===== config.mk =====
export PLATFORM = sky130hd
export DESIGN_NAME = pit_channel
export DESIGN_NICKNAME = d
export VERILOG_FILES = /design/src/rtl/pit_pkg.sv /design/src/rtl/pit_ctrl_decode.sv /design/src/rtl/pit_byte_port.sv /design/src/rtl/pit_down_counter.sv /design/src/rtl/pit_channel.sv
export SDC_FILE = /design/constraint.sdc
export NUM_CORES = 1
export LEC_CHECK = 0
export BUFFER_PORTS_ARGS = -buffer_cell sky130_fd_sc_hd__buf_4
export CELL_PAD_IN_SITES_DETAIL_PLACEMENT = 1
export CELL_PAD_IN_SITES_GLOBAL_PLACEMENT = 1
export CORE_MARGIN = 4
export CORE_UTILIZATION = 35
export DETAILED_ROUTE_END_ITERATION = 8
export PLACE_DENSITY = 0.76
export SETUP_SLACK_MARGIN = 0.15
export SKIP_LAST_GASP = 1
export SLEW_MARGIN = 20
export SYNTH_ARGS = -nofsm -noshare
export SYNTH_HDL_FRONTEND = slang
export SYNTH_SLANG_ARGS = --single-unit

===== constraint.sdc =====
create_clock -name clk -period 3.35 [get_ports clk]
set_clock_uncertainty 0.2 [all_clocks]
set_input_delay 0.335 -clock clk [delete_from_list [all_inputs] [get_ports clk]]
set_output_delay 0.335 -clock clk [all_outputs]
set_load 0.1 [all_outputs]

===== src/rtl/pit_pkg.sv =====
package pit_pkg;

    localparam int BYTE_W = 8;
    localparam int CNT_W  = 2 * BYTE_W;

    typedef logic [BYTE_W-1:0] byte_t;
    typedef logic [CNT_W-1:0]  cnt_t;
    typedef logic [CNT_W:0]    cnt_ext_t;

    typedef enum logic [2:0] {
        MODE_ONESHOT = 3'd0,
        MODE_RATE    = 3'd2,
        MODE_SQUARE  = 3'd3
    } mode_e;

    localparam logic [1:0] SEL_READBACK = 2'b11;
    localparam logic [1:0] ACC_LATCH    = 2'b00;
    localparam logic [1:0] ACC_LOHI     = 2'b11;

    typedef struct packed {
        logic  latch;
        logic  prog;
        logic  bad;
        mode_e mode;
    } ctrl_cmd_t;

    // A loaded zero stands for the full 2^CNT_W range.
    function automatic cnt_ext_t eff_count(cnt_t c);
        if (c == '0)
            return {1'b1, {CNT_W{1'b0}}};
        return {1'b0, c};
    endfunction

    // Output level of the repeating modes for a given count and period.
    function automatic logic wave_level(mode_e m, cnt_t c, cnt_t p);
        logic lvl;
        case (m)
            MODE_RATE:   lvl = (c != cnt_t'(1));
            MODE_SQUARE: lvl = (eff_count(c) > (eff_count(p) >> 1));
            default:     lvl = 1'b0;
        endcase
        return lvl;
    endfunction

endpackage


===== src/rtl/pit_ctrl_decode.sv =====
module pit_ctrl_decode
    import pit_pkg::*;
(
    input  byte_t     ctrl_byte,
    output ctrl_cmd_t cmd
);

    logic [1:0] sel_f;
    logic [1:0] acc_f;
    logic [2:0] mode_f;
    logic       bcd_f;
    logic       mode_ok;

    always_comb begin
        sel_f   = ctrl_byte[7:6];
        acc_f   = ctrl_byte[5:4];
        mode_f  = ctrl_byte[3:1];
        bcd_f   = ctrl_byte[0];
        mode_ok = (mode_f == 3'd0) || (mode_f == 3'd2) || (mode_f == 3'd3);

        cmd       = '0;
        cmd.mode  = MODE_ONESHOT;
        if (sel_f == SEL_READBACK) begin
            cmd.bad = 1'b1;
        end else if (acc_f == ACC_LATCH) begin
            cmd.latch = 1'b1;
        end else if (acc_f == ACC_LOHI && mode_ok && !bcd_f) begin
            cmd.prog = 1'b1;
            cmd.mode = mode_e'(mode_f);
        end else begin
            cmd.bad = 1'b1;
        end
    end

endmodule


===== src/rtl/pit_byte_port.sv =====
module pit_byte_port
    import pit_pkg::*;
(
    input  logic  clk,
    input  logic  rst,
    input  logic  rd_stb,
    input  logic  wr_stb,
    input  logic  latch_req,
    input  logic  ptr_clr,
    input  cnt_t  live_cnt,
    output byte_t rd_byte,
    output logic  wr_lo,
    output logic  wr_hi
);

    logic rd_hi_q;
    logic wr_hi_q;
    logic hold_vld_q;
    cnt_t hold_q;
    cnt_t rd_src;

    always_ff @(posedge clk) begin
        if (rst) begin
            rd_hi_q    <= 1'b0;
            wr_hi_q    <= 1'b0;
            hold_vld_q <= 1'b0;
            hold_q     <= '0;
        end else begin
            if (latch_req && !hold_vld_q) begin
                hold_q     <= live_cnt;
                hold_vld_q <= 1'b1;
            end
            if (ptr_clr) begin
                rd_hi_q <= 1'b0;
                wr_hi_q <= 1'b0;
            end else begin
                if (rd_stb) begin
                    rd_hi_q <= ~rd_hi_q;
                    if (rd_hi_q && hold_vld_q)
                        hold_vld_q <= 1'b0;
                end
                if (wr_stb)
                    wr_hi_q <= ~wr_hi_q;
            end
        end
    end

    always_comb begin
        rd_src  = hold_vld_q ? hold_q : live_cnt;
        rd_byte = rd_hi_q ? rd_src[CNT_W-1:BYTE_W] : rd_src[BYTE_W-1:0];
        wr_lo   = wr_stb & ~wr_hi_q;
        wr_hi   = wr_stb &  wr_hi_q;
    end

endmodule


===== src/rtl/pit_down_counter.sv =====
module pit_down_counter
    import pit_pkg::*;
(
    input  logic  clk,
    input  logic  rst,
    input  logic  tick,
    input  logic  prog,
    input  mode_e prog_mode,
    input  logic  wr_lo,
    input  logic  wr_hi,
    input  byte_t wdata,
    output cnt_t  cnt,
    output mode_e mode,
    output logic  wave_out,
    output logic  tc_pulse
);

    cnt_t  cnt_q;
    cnt_t  period_q;
    mode_e mode_q;
    logic  run_q;
    logic  out_q;
    logic  tc_q;
    cnt_t  loaded;
    cnt_t  dec;
    logic  at_one;

    always_comb begin
        loaded = {wdata, cnt_q[BYTE_W-1:0]};
        dec    = cnt_q - cnt_t'(1);
        at_one = (cnt_q == cnt_t'(1));
    end

    always_ff @(posedge clk) begin
        if (rst) begin
            cnt_q    <= '0;
            period_q <= '0;
            mode_q   <= MODE_ONESHOT;
            run_q    <= 1'b0;
            out_q    <= 1'b0;
            tc_q     <= 1'b0;
        end else begin
            tc_q <= 1'b0;
            if (prog) begin
                mode_q <= prog_mode;
                run_q  <= 1'b0;
                out_q  <= (prog_mode != MODE_ONESHOT);
            end else if (wr_lo) begin
                cnt_q[BYTE_W-1:0] <= wdata;
                run_q             <= 1'b0;
            end else if (wr_hi) begin
                cnt_q    <= loaded;
                period_q <= loaded;
                run_q    <= 1'b1;
                out_q    <= (mode_q == MODE_ONESHOT) ? 1'b0
                                                     : wave_level(mode_q, loaded, loaded);
            end else if (tick && run_q) begin
                if (at_one) begin
                    tc_q <= 1'b1;
                    if (mode_q == MODE_ONESHOT) begin
                        cnt_q <= '0;
                        out_q <= 1'b1;
                        run_q <= 1'b0;
                    end else begin
                        cnt_q <= period_q;
                        out_q <= wave_level(mode_q, period_q, period_q);
                    end
                end else begin
                    cnt_q <= dec;
                    if (mode_q != MODE_ONESHOT)
                        out_q <= wave_level(mode_q, dec, period_q);
                end
            end
        end
    end

    assign cnt      = cnt_q;
    assign mode     = mode_q;
    assign wave_out = out_q;
    assign tc_pulse = tc_q;

endmodule


===== src/rtl/pit_channel.sv =====
module pit_channel
    import pit_pkg::*;
(
    input  logic             clk,
    input  logic             rst,
    input  logic             tick_en,
    input  logic             wr_en,
    input  logic             rd_en,
    input  logic             sel_ctrl,
    input  logic [BYTE_W-1:0] wdata,
    output logic [BYTE_W-1:0] rdata,
    output logic             timer_out,
    output logic             tc_irq,
    output logic             cfg_err
);

    ctrl_cmd_t cmd;
    logic      ctrl_wr;
    logic      data_wr;
    logic      data_rd;
    logic      latch_req;
    logic      prog;
    logic      wr_lo;
    logic      wr_hi;
    cnt_t      cnt_live;
    mode_e     mode_q;
    logic      err_q;

    assign ctrl_wr   = wr_en & sel_ctrl;
    assign data_wr   = wr_en & ~sel_ctrl;
    assign data_rd   = rd_en & ~sel_ctrl;
    assign latch_req = ctrl_wr & cmd.latch;
    assign prog      = ctrl_wr & cmd.prog;

    pit_ctrl_decode u_decode (
        .ctrl_byte (wdata),
        .cmd       (cmd)
    );

    pit_byte_port u_port (
        .clk       (clk),
        .rst       (rst),
        .rd_stb    (data_rd),
        .wr_stb    (data_wr),
        .latch_req (latch_req),
        .ptr_clr   (prog),
        .live_cnt  (cnt_live),
        .rd_byte   (rdata),
        .wr_lo     (wr_lo),
        .wr_hi     (wr_hi)
    );

    pit_down_counter u_counter (
        .clk       (clk),
        .rst       (rst),
        .tick      (tick_en),
        .prog      (prog),
        .prog_mode (cmd.mode),
        .wr_lo     (wr_lo),
        .wr_hi     (wr_hi),
        .wdata     (wdata),
        .cnt       (cnt_live),
        .mode      (mode_q),
        .wave_out  (timer_out),
        .tc_pulse  (tc_irq)
    );

    always_ff @(posedge clk) begin
        if (rst)
            err_q <= 1'b0;
        else if (ctrl_wr && cmd.bad)
            err_q <= 1'b1;
    end

    assign cfg_err = err_q;

endmodule


### After elaboration in Yosys (flattened, before gate mapping)

Cells that the tools add are included.

| word-level totals | value |
|---|---|
| bits in registers | 58 |
| bits of input ports | 14 |
| output and inout bits | 11 |
| word-level logic and storage cells | 175 |

| operators by class | value |
|---|---|
| add/sub/neg operators | 1 |
| magnitude comparators | 3 |
| eq/ne operators | 12 |
| muxes and demuxes | 102 |
| bitwise logic cells | 13 |
| reductions and logical operators | 32 |

Operator list:

| kind | count |
|---|---|
| 17-bit 2-to-1 mux | 36 |
| 16-bit 2-to-1 mux | 5 |
| 1-bit 2-to-1 mux | 52 |
| 17-bit by 16-bit > comparator with 1-bit output | 3 |
| 16-bit logical NOT | 3 |
| 16-bit by 1-bit != test with 1-bit output, second input constant | 3 |
| 16-bit by 1-bit equality test with 1-bit output, second input constant | 1 |
| 8-bit 2-to-1 mux | 2 |
| 16-bit by 1-bit subtractor with 16-bit output, second input constant | 1 |
| 3-bit AND reduction | 5 |
| 3-bit by 2-bit equality test with 1-bit output, second input constant | 4 |
| 3-bit nonzero test | 3 |
| 2-bit nonzero test | 4 |
| 1-bit bitwise AND | 7 |
| 1-bit logical AND | 6 |
| 3-bit logical NOT | 2 |
| 3-bit 2-to-1 mux | 2 |
| 1-bit NOT | 6 |
| 1-bit case mux with 2 select lines | 3 |
| 5-bit 2-to-1 mux | 1 |
| 5-bit OR reduction | 1 |
| 2-bit equality test, second input constant | 2 |
| 4-bit nonzero test | 1 |
| 3-bit OR reduction | 1 |
| 7 further kinds | 9 |

### Depth between registers and ports, before layout

| logic depth | value |
|---|---|
| depth after elaboration | 28 |
| gate-level depth with buffers | 16 |
| mapped depth without buffers | 15 |

### By module

A second synthesis with hierarchy kept.

| second synthesis, totals | value |
|---|---|
| cell total of the unflattened synthesis | 624 |
| area, all modules | 4824.6 µm² |

Modules (own cells, without submodules):

| module | times used | cells an instance | area each (µm²) | sequential area each (µm²) |
|---|---|---|---|---|
| pit_down_counter | 1 | 513 | 3794.9 | 760.7 |
| pit_byte_port | 1 | 94 | 900.9 | 380.4 |
| pit_ctrl_decode | 1 | 10 | 71.3 | 0.0 |
| pit_channel | 1 | 7 | 57.6 | 20.0 |

### Worst setup path after synthesis

Ideal clock, no wire load.

| timing path | value |
|---|---|
| kind | register -> register |
| from | register u_counter.cnt_q[2] (netlist: u_counter.cnt[2]) |
| to | register u_counter.out_q (netlist: u_counter.wave_out) |
| library setup time | 0.132 ns |
| arrival time | 2.945 ns |
| slack | 0.072 ns |
| cell stages (with the launch flop) | 16 |
| path buffers | 1 |
| period minus slack after synthesis | 3.278 ns |
| path through | dfxtp_1 clkbuf_1 inv_1 ha_1 xnor2_1 a31oi_1 nor4b_1 and4bb_2 a21oi_1 ha_1 nand4_1 nor2_1 o311ai_0 a21oi_1 nor4_2 o41ai_2 |

| on the way | value |
|---|---|
| word-level cells in the longest chain between the ends | 28 |
| elaborated cells on any way between the ends | 49 |
| classes of those cells | add/sub (1); order compare (2); eq/ne (3); mux (39); reduce/logical (4) |

RTL lines:

| what | RTL line | source |
|---|---|---|
| start, declared | pit_down_counter.sv:18 | `cnt_t cnt_q;` |
| start signal, assigned by index | pit_down_counter.sv:49 | `cnt_q[BYTE_W-1:0] <= wdata;` |
| start signal, assigned | pit_down_counter.sv:52 | `cnt_q <= loaded;` |
| start signal, assigned | pit_down_counter.sv:65 | `cnt_q <= period_q;` |
| 16-bit by 1-bit subtractor with 16-bit output | pit_down_counter.sv:30 | `dec = cnt_q - cnt_t'(1);` |
| 16-bit logical NOT | pit_pkg.sv:29 | `if (c == '0)` |
| 1-bit 2-to-1 mux | pit_pkg.sv:29 |  |
| 1-bit 2-to-1 mux | pit_pkg.sv:37 | `case (m)` |
| 1-bit 2-to-1 mux | pit_down_counter.sv:70 | `if (mode_q != MODE_ONESHOT)` |
| 1-bit 2-to-1 mux | pit_down_counter.sv:58 | `if (at_one) begin` |
| 1-bit 2-to-1 mux | pit_down_counter.sv:57 | `end else if (tick && run_q) begin` |
| 1-bit 2-to-1 mux | pit_down_counter.sv:51 | `end else if (wr_hi) begin` |
| (+12 left out) | - |  |
| 17-bit by 16-bit > comparator with 1-bit output | pit_pkg.sv:39 | `MODE_SQUARE: lvl = (eff_count(c) > (eff_count(p) >> 1));` |
| 1-bit case mux with 2 select lines | pit_pkg.sv:37 |  |
| 1-bit 2-to-1 mux | pit_down_counter.sv:70 |  |
| 1-bit 2-to-1 mux | pit_down_counter.sv:58 |  |
| 1-bit 2-to-1 mux | pit_down_counter.sv:57 |  |
| 1-bit 2-to-1 mux | pit_down_counter.sv:51 |  |
| 1-bit 2-to-1 mux | pit_down_counter.sv:48 | `end else if (wr_lo) begin` |
| 1-bit 2-to-1 mux | pit_down_counter.sv:44 | `if (prog) begin` |
| end signal, assigned | pit_down_counter.sv:47 | `out_q <= (prog_mode != MODE_ONESHOT);` |
| end signal, assigned | pit_down_counter.sv:55 | `out_q <= (mode_q == MODE_ONESHOT) ? 1'b0` |
| end signal, assigned | pit_down_counter.sv:66 | `out_q <= wave_level(mode_q, period_q, period_q);` |
| end, declared | pit_down_counter.sv:22 | `logic out_q;` |

Parallel ways exist; a longest one is shown, timed or not. The select of a mux whose other input is x is not followed.
A chain may end at the register's enable or synchronous reset.

### Final worst setup path

| timing path | value |
|---|---|
| from | register u_counter.cnt_q[3] (netlist: u_counter.cnt[3]) |
| to | register u_counter.out_q (netlist: u_counter.wave_out) |

The elaborated chain is that of the path after synthesis.

==> flow_summary.yaml <==
outcome:
  run_status: "complete, but fails checks"
  violations: "negative setup slack"
yosys:
  syn_nets: 694
  ys_ff_latch: 58
  ys.flop_type: "dfxtp_1"
  syn_inst: 615
  syn_area_um2: 4770
  yosysTopAreaCellShare_pct: 24.4
  ys_types: 59
  yosys-top-cells-area: "dfxtp_1 24%, ha_1 17%, nand2_1 7.5%"
  ys.warnings.count: 0
  synth_enable_flop_cells: 0
  synth-seq-area-share_pct: 24.4
  avgSynthCellArea_um2: 7.75
  yosys-top-cells-count: "95 x nand2_1, 65 x ha_1, 62 x nor2_1, 58 x dfxtp_1, 51 x a21oi_1"
  synth_async_sr_flop_share_pct: 0
  synth_area_leader_cell: "dfxtp_1"
  yosysMostFrequentCell: "nand2_1"
timing:
  worst_slack_ns: -0.0593
  hold_viol_final: 0
  fin_crit_ns: 3.41
  max_slew.worst_pin.slew_ns: 0.706
  drv_slew: 0
  fmax_mhz: 293
  setup_viol: 1
  holdWs_ns: 0.129
  finalCritPeriodShare_pct: 102
  rsz0062_at_grt: "true"
  tns_ns: -0.0593
  relSlewSlack_pct: 52.8
pwr:
  power_uw: 2910
  power_density_nw_per_um2: 460
  p_leak_uw: 0.00263
  p_comb_share_pct: 36.0
  pwr-share-seq_pct: 25.5
  ir_drop_v: 0.000413
  swShare_pct: 35.6
  p_int_uw: 1870
  p_clk_share_pct: 38.5
  switchingPower_uw: 1030
grt:
  grt-ovfl-total: 0
  antenna_found_initial: 0
  grt_pass1_vias: 5361
  track_usage_pct: 23.5
  grt_max_degree: 58
  grt_pass1_wl_um: 29300
floorplanning:
  chipHeight_um: 125
  floorplan.initialDensity_pct: 35.9
  die-area_um2: 15600
  boundaryPins: 25
  placementRows: 42
  coreArea_um2: 13300
  die_w_um: 125
clock_network:
  clockRootBuffer: "clkbuf_16"
  cts_tree: "done"
  ctsHoldBuffers: 0
  clk_path_buf_depth: 2
  numCtsBuffers: 9
  path_clk_slew_ns: 0.06
  clock_latency_ns: 0.35
  h-tree-depth: 3
  clock-sinks: 58
critical_path:
  regToRegEndpoint: "u_counter.wave_out"
  crit_start: "u_counter.cnt[3]"
  slowest_delay_ns: 0.39
  endpoint_kind: "flip-flop"
  critical-path-top-delay-family: "simple AND/OR/NAND/NOR gates"
  worstPathArrival_ns: 3.41
  critPathMaxFanout: 4
  slowest_stage: "dfxtp_4"
  crit_type: "flip-flop to flip-flop"
  crit_end: "u_counter.wave_out"
  cp.required_ns: 3.35
  reg2reg_slack_ns: -0.06
  path_buf_inv: 4
  crit_chain: "inv_4 > ha_4 > buf_4 > xnor2_1 > a31oi_1 > nor4b_1 > and4bb_2 > buf_6 > buf_6 > nand2_1 > nand2_1 > ha_2 > nor2_1 > o311ai_2 > a21oi_1 > nor4_2 > o41ai_2"
  reg2reg_from: "u_counter.cnt[3]"
  reg2reg_depth: 17
  worst-path-stages: 17
  start_kind: "flip-flop"
finish:
  layout-drive-gt1-share_pct: 28.4
  final_util_pct: 47.6
  fin_nets: 786
  num_antenna_cells: 0
  areaGrowthSynthToFinish_pct: 32.7
route:
  drt_iter0_markers: 334
  via_per_inst: 5.74
  wire_per_inst_um: 22.3
  post-route-drc-count: 0
  wl_um: 19800
  first_pass_iters: 4
  vias: 5094
  drtAntennaViolNets: 0
place:
  gp_congestion: 0.945
  place_hpwl_um: 14100
  post-place-ws_ns: -0.195
  io_buffers: 24
flow_run:
  cap_violations: 0
hold_path:
  min_path_type: "input port to flip-flop"
power groups by stage:
stage	clock network (uW)	logic (uW)	registers, uW
after floorplan	0	563	755
after global placement	0	836	750
after detailed placement	0	881	752
after CTS	1120	936	738
after global routing	1160	1120	746
final	1120	1050	743
through the flow:
stage / cells / cell area (um^2)
2_1_floorplan: 615 / 4780
3_3_place_gp: 855 / 5600
3_5_place_dp: 855 / 5600
4_1_cts: 878 / 6110
5_1_grt: 888 / 6330
6_report: 888 / 6330
logic make-up (layout without fill, tap and decap cells):
group           count (synthesis)  after routing  synth area share [%]
simple gates                  245            245                  24.4
compound gates                119            119                  16.6
buf+inv                        87            184                  7.29
fa+ha+maj                      65             65                  17.1
flops                          58             58                  24.4
mux                            25             25                  7.35
xor+xnor                       16             16                  2.94
worst min path at each step:
stage	start	to	slack (ns)	cells after the start
final	wdata[1]	u_counter.period_q[9]	0.13	3
after global routing	wdata[1]	u_counter.period_q[9]	0.14	3
after CTS	wdata[1]	u_counter.period_q[9]	0.12	3
after detailed placement	u_counter.run_q	u_counter.run_q	0.27	2
after global placement	u_counter.run_q	u_counter.run_q	0.26	2
after floorplan	u_counter.mode[2]	u_counter.mode[2]	0.25	2
cell type report:
cell class / count / area, um^2
clock buffers: 9 / 225
well taps: 176 / 220
fillers: 1602 / 6970
inverters: 49 / 189
repair buffers: 119 / 908
clock inverters: 7 / 125
flip-flops and latches: 58 / 1180
multi-input cells: 470 / 3480
per-layer routing:
metal	GRT usage, %	vias up	share of wire, %
li1	-	2338	-
met1	29.4	2538	41
met2	40.6	167	50
met3	2.66	51	4.5
met4	10.5	0	4.0
met5	0	-	0
placed cells by master, fill, tap and decap left out, types with 8 or more instances in the layout:
| cell | count |
|---|---|
| buf_4 | 115 |
| nand2_1 | 95 |
| nor2_1 | 61 |
| ha_1 | 58 |
| dfxtp_1 | 51 |
| a21oi_1 | 50 |
| inv_1 | 41 |
| nand3_1 | 19 |
| mux2i_1 | 17 |
| a211oi_1 | 14 |
| nor3_1 | 9 |
| o21ai_0 | 9 |
| clkbuf_16 | 9 |
| nand4_1 | 8 |
| xnor2_1 | 8 |
| mux4_2 | 8 |
sequential cells by signal, summed over array words and instances, names as in the netlist:
| register | cells |
|---|---|
| u_counter.wave_out | 1 |
| u_counter.run_q | 1 |
| cfg_err | 1 |
| u_counter.mode | 3 |
| u_counter.period_q | 16 |
| u_port.rd_hi_q | 1 |
| u_port.wr_hi_q | 1 |
| u_counter.cnt | 16 |
| u_counter.tc_pulse | 1 |
| u_port.hold_vld_q | 1 |
| u_port.hold_q | 16 |
repair_timing:
item,CTS,global route
buffers inserted,7,10
endpoints found under the setup margin,1,1
gates resized for setup,24,41
pin swaps,14,19
worst min-delay path: cells and delay by family:
family,cells,cell delay [ns]
buf+inv,1,0.14
compound gates,1,0.06
simple gates,1,0.08
No activity file was read; power rests on OpenSTA's default activity.
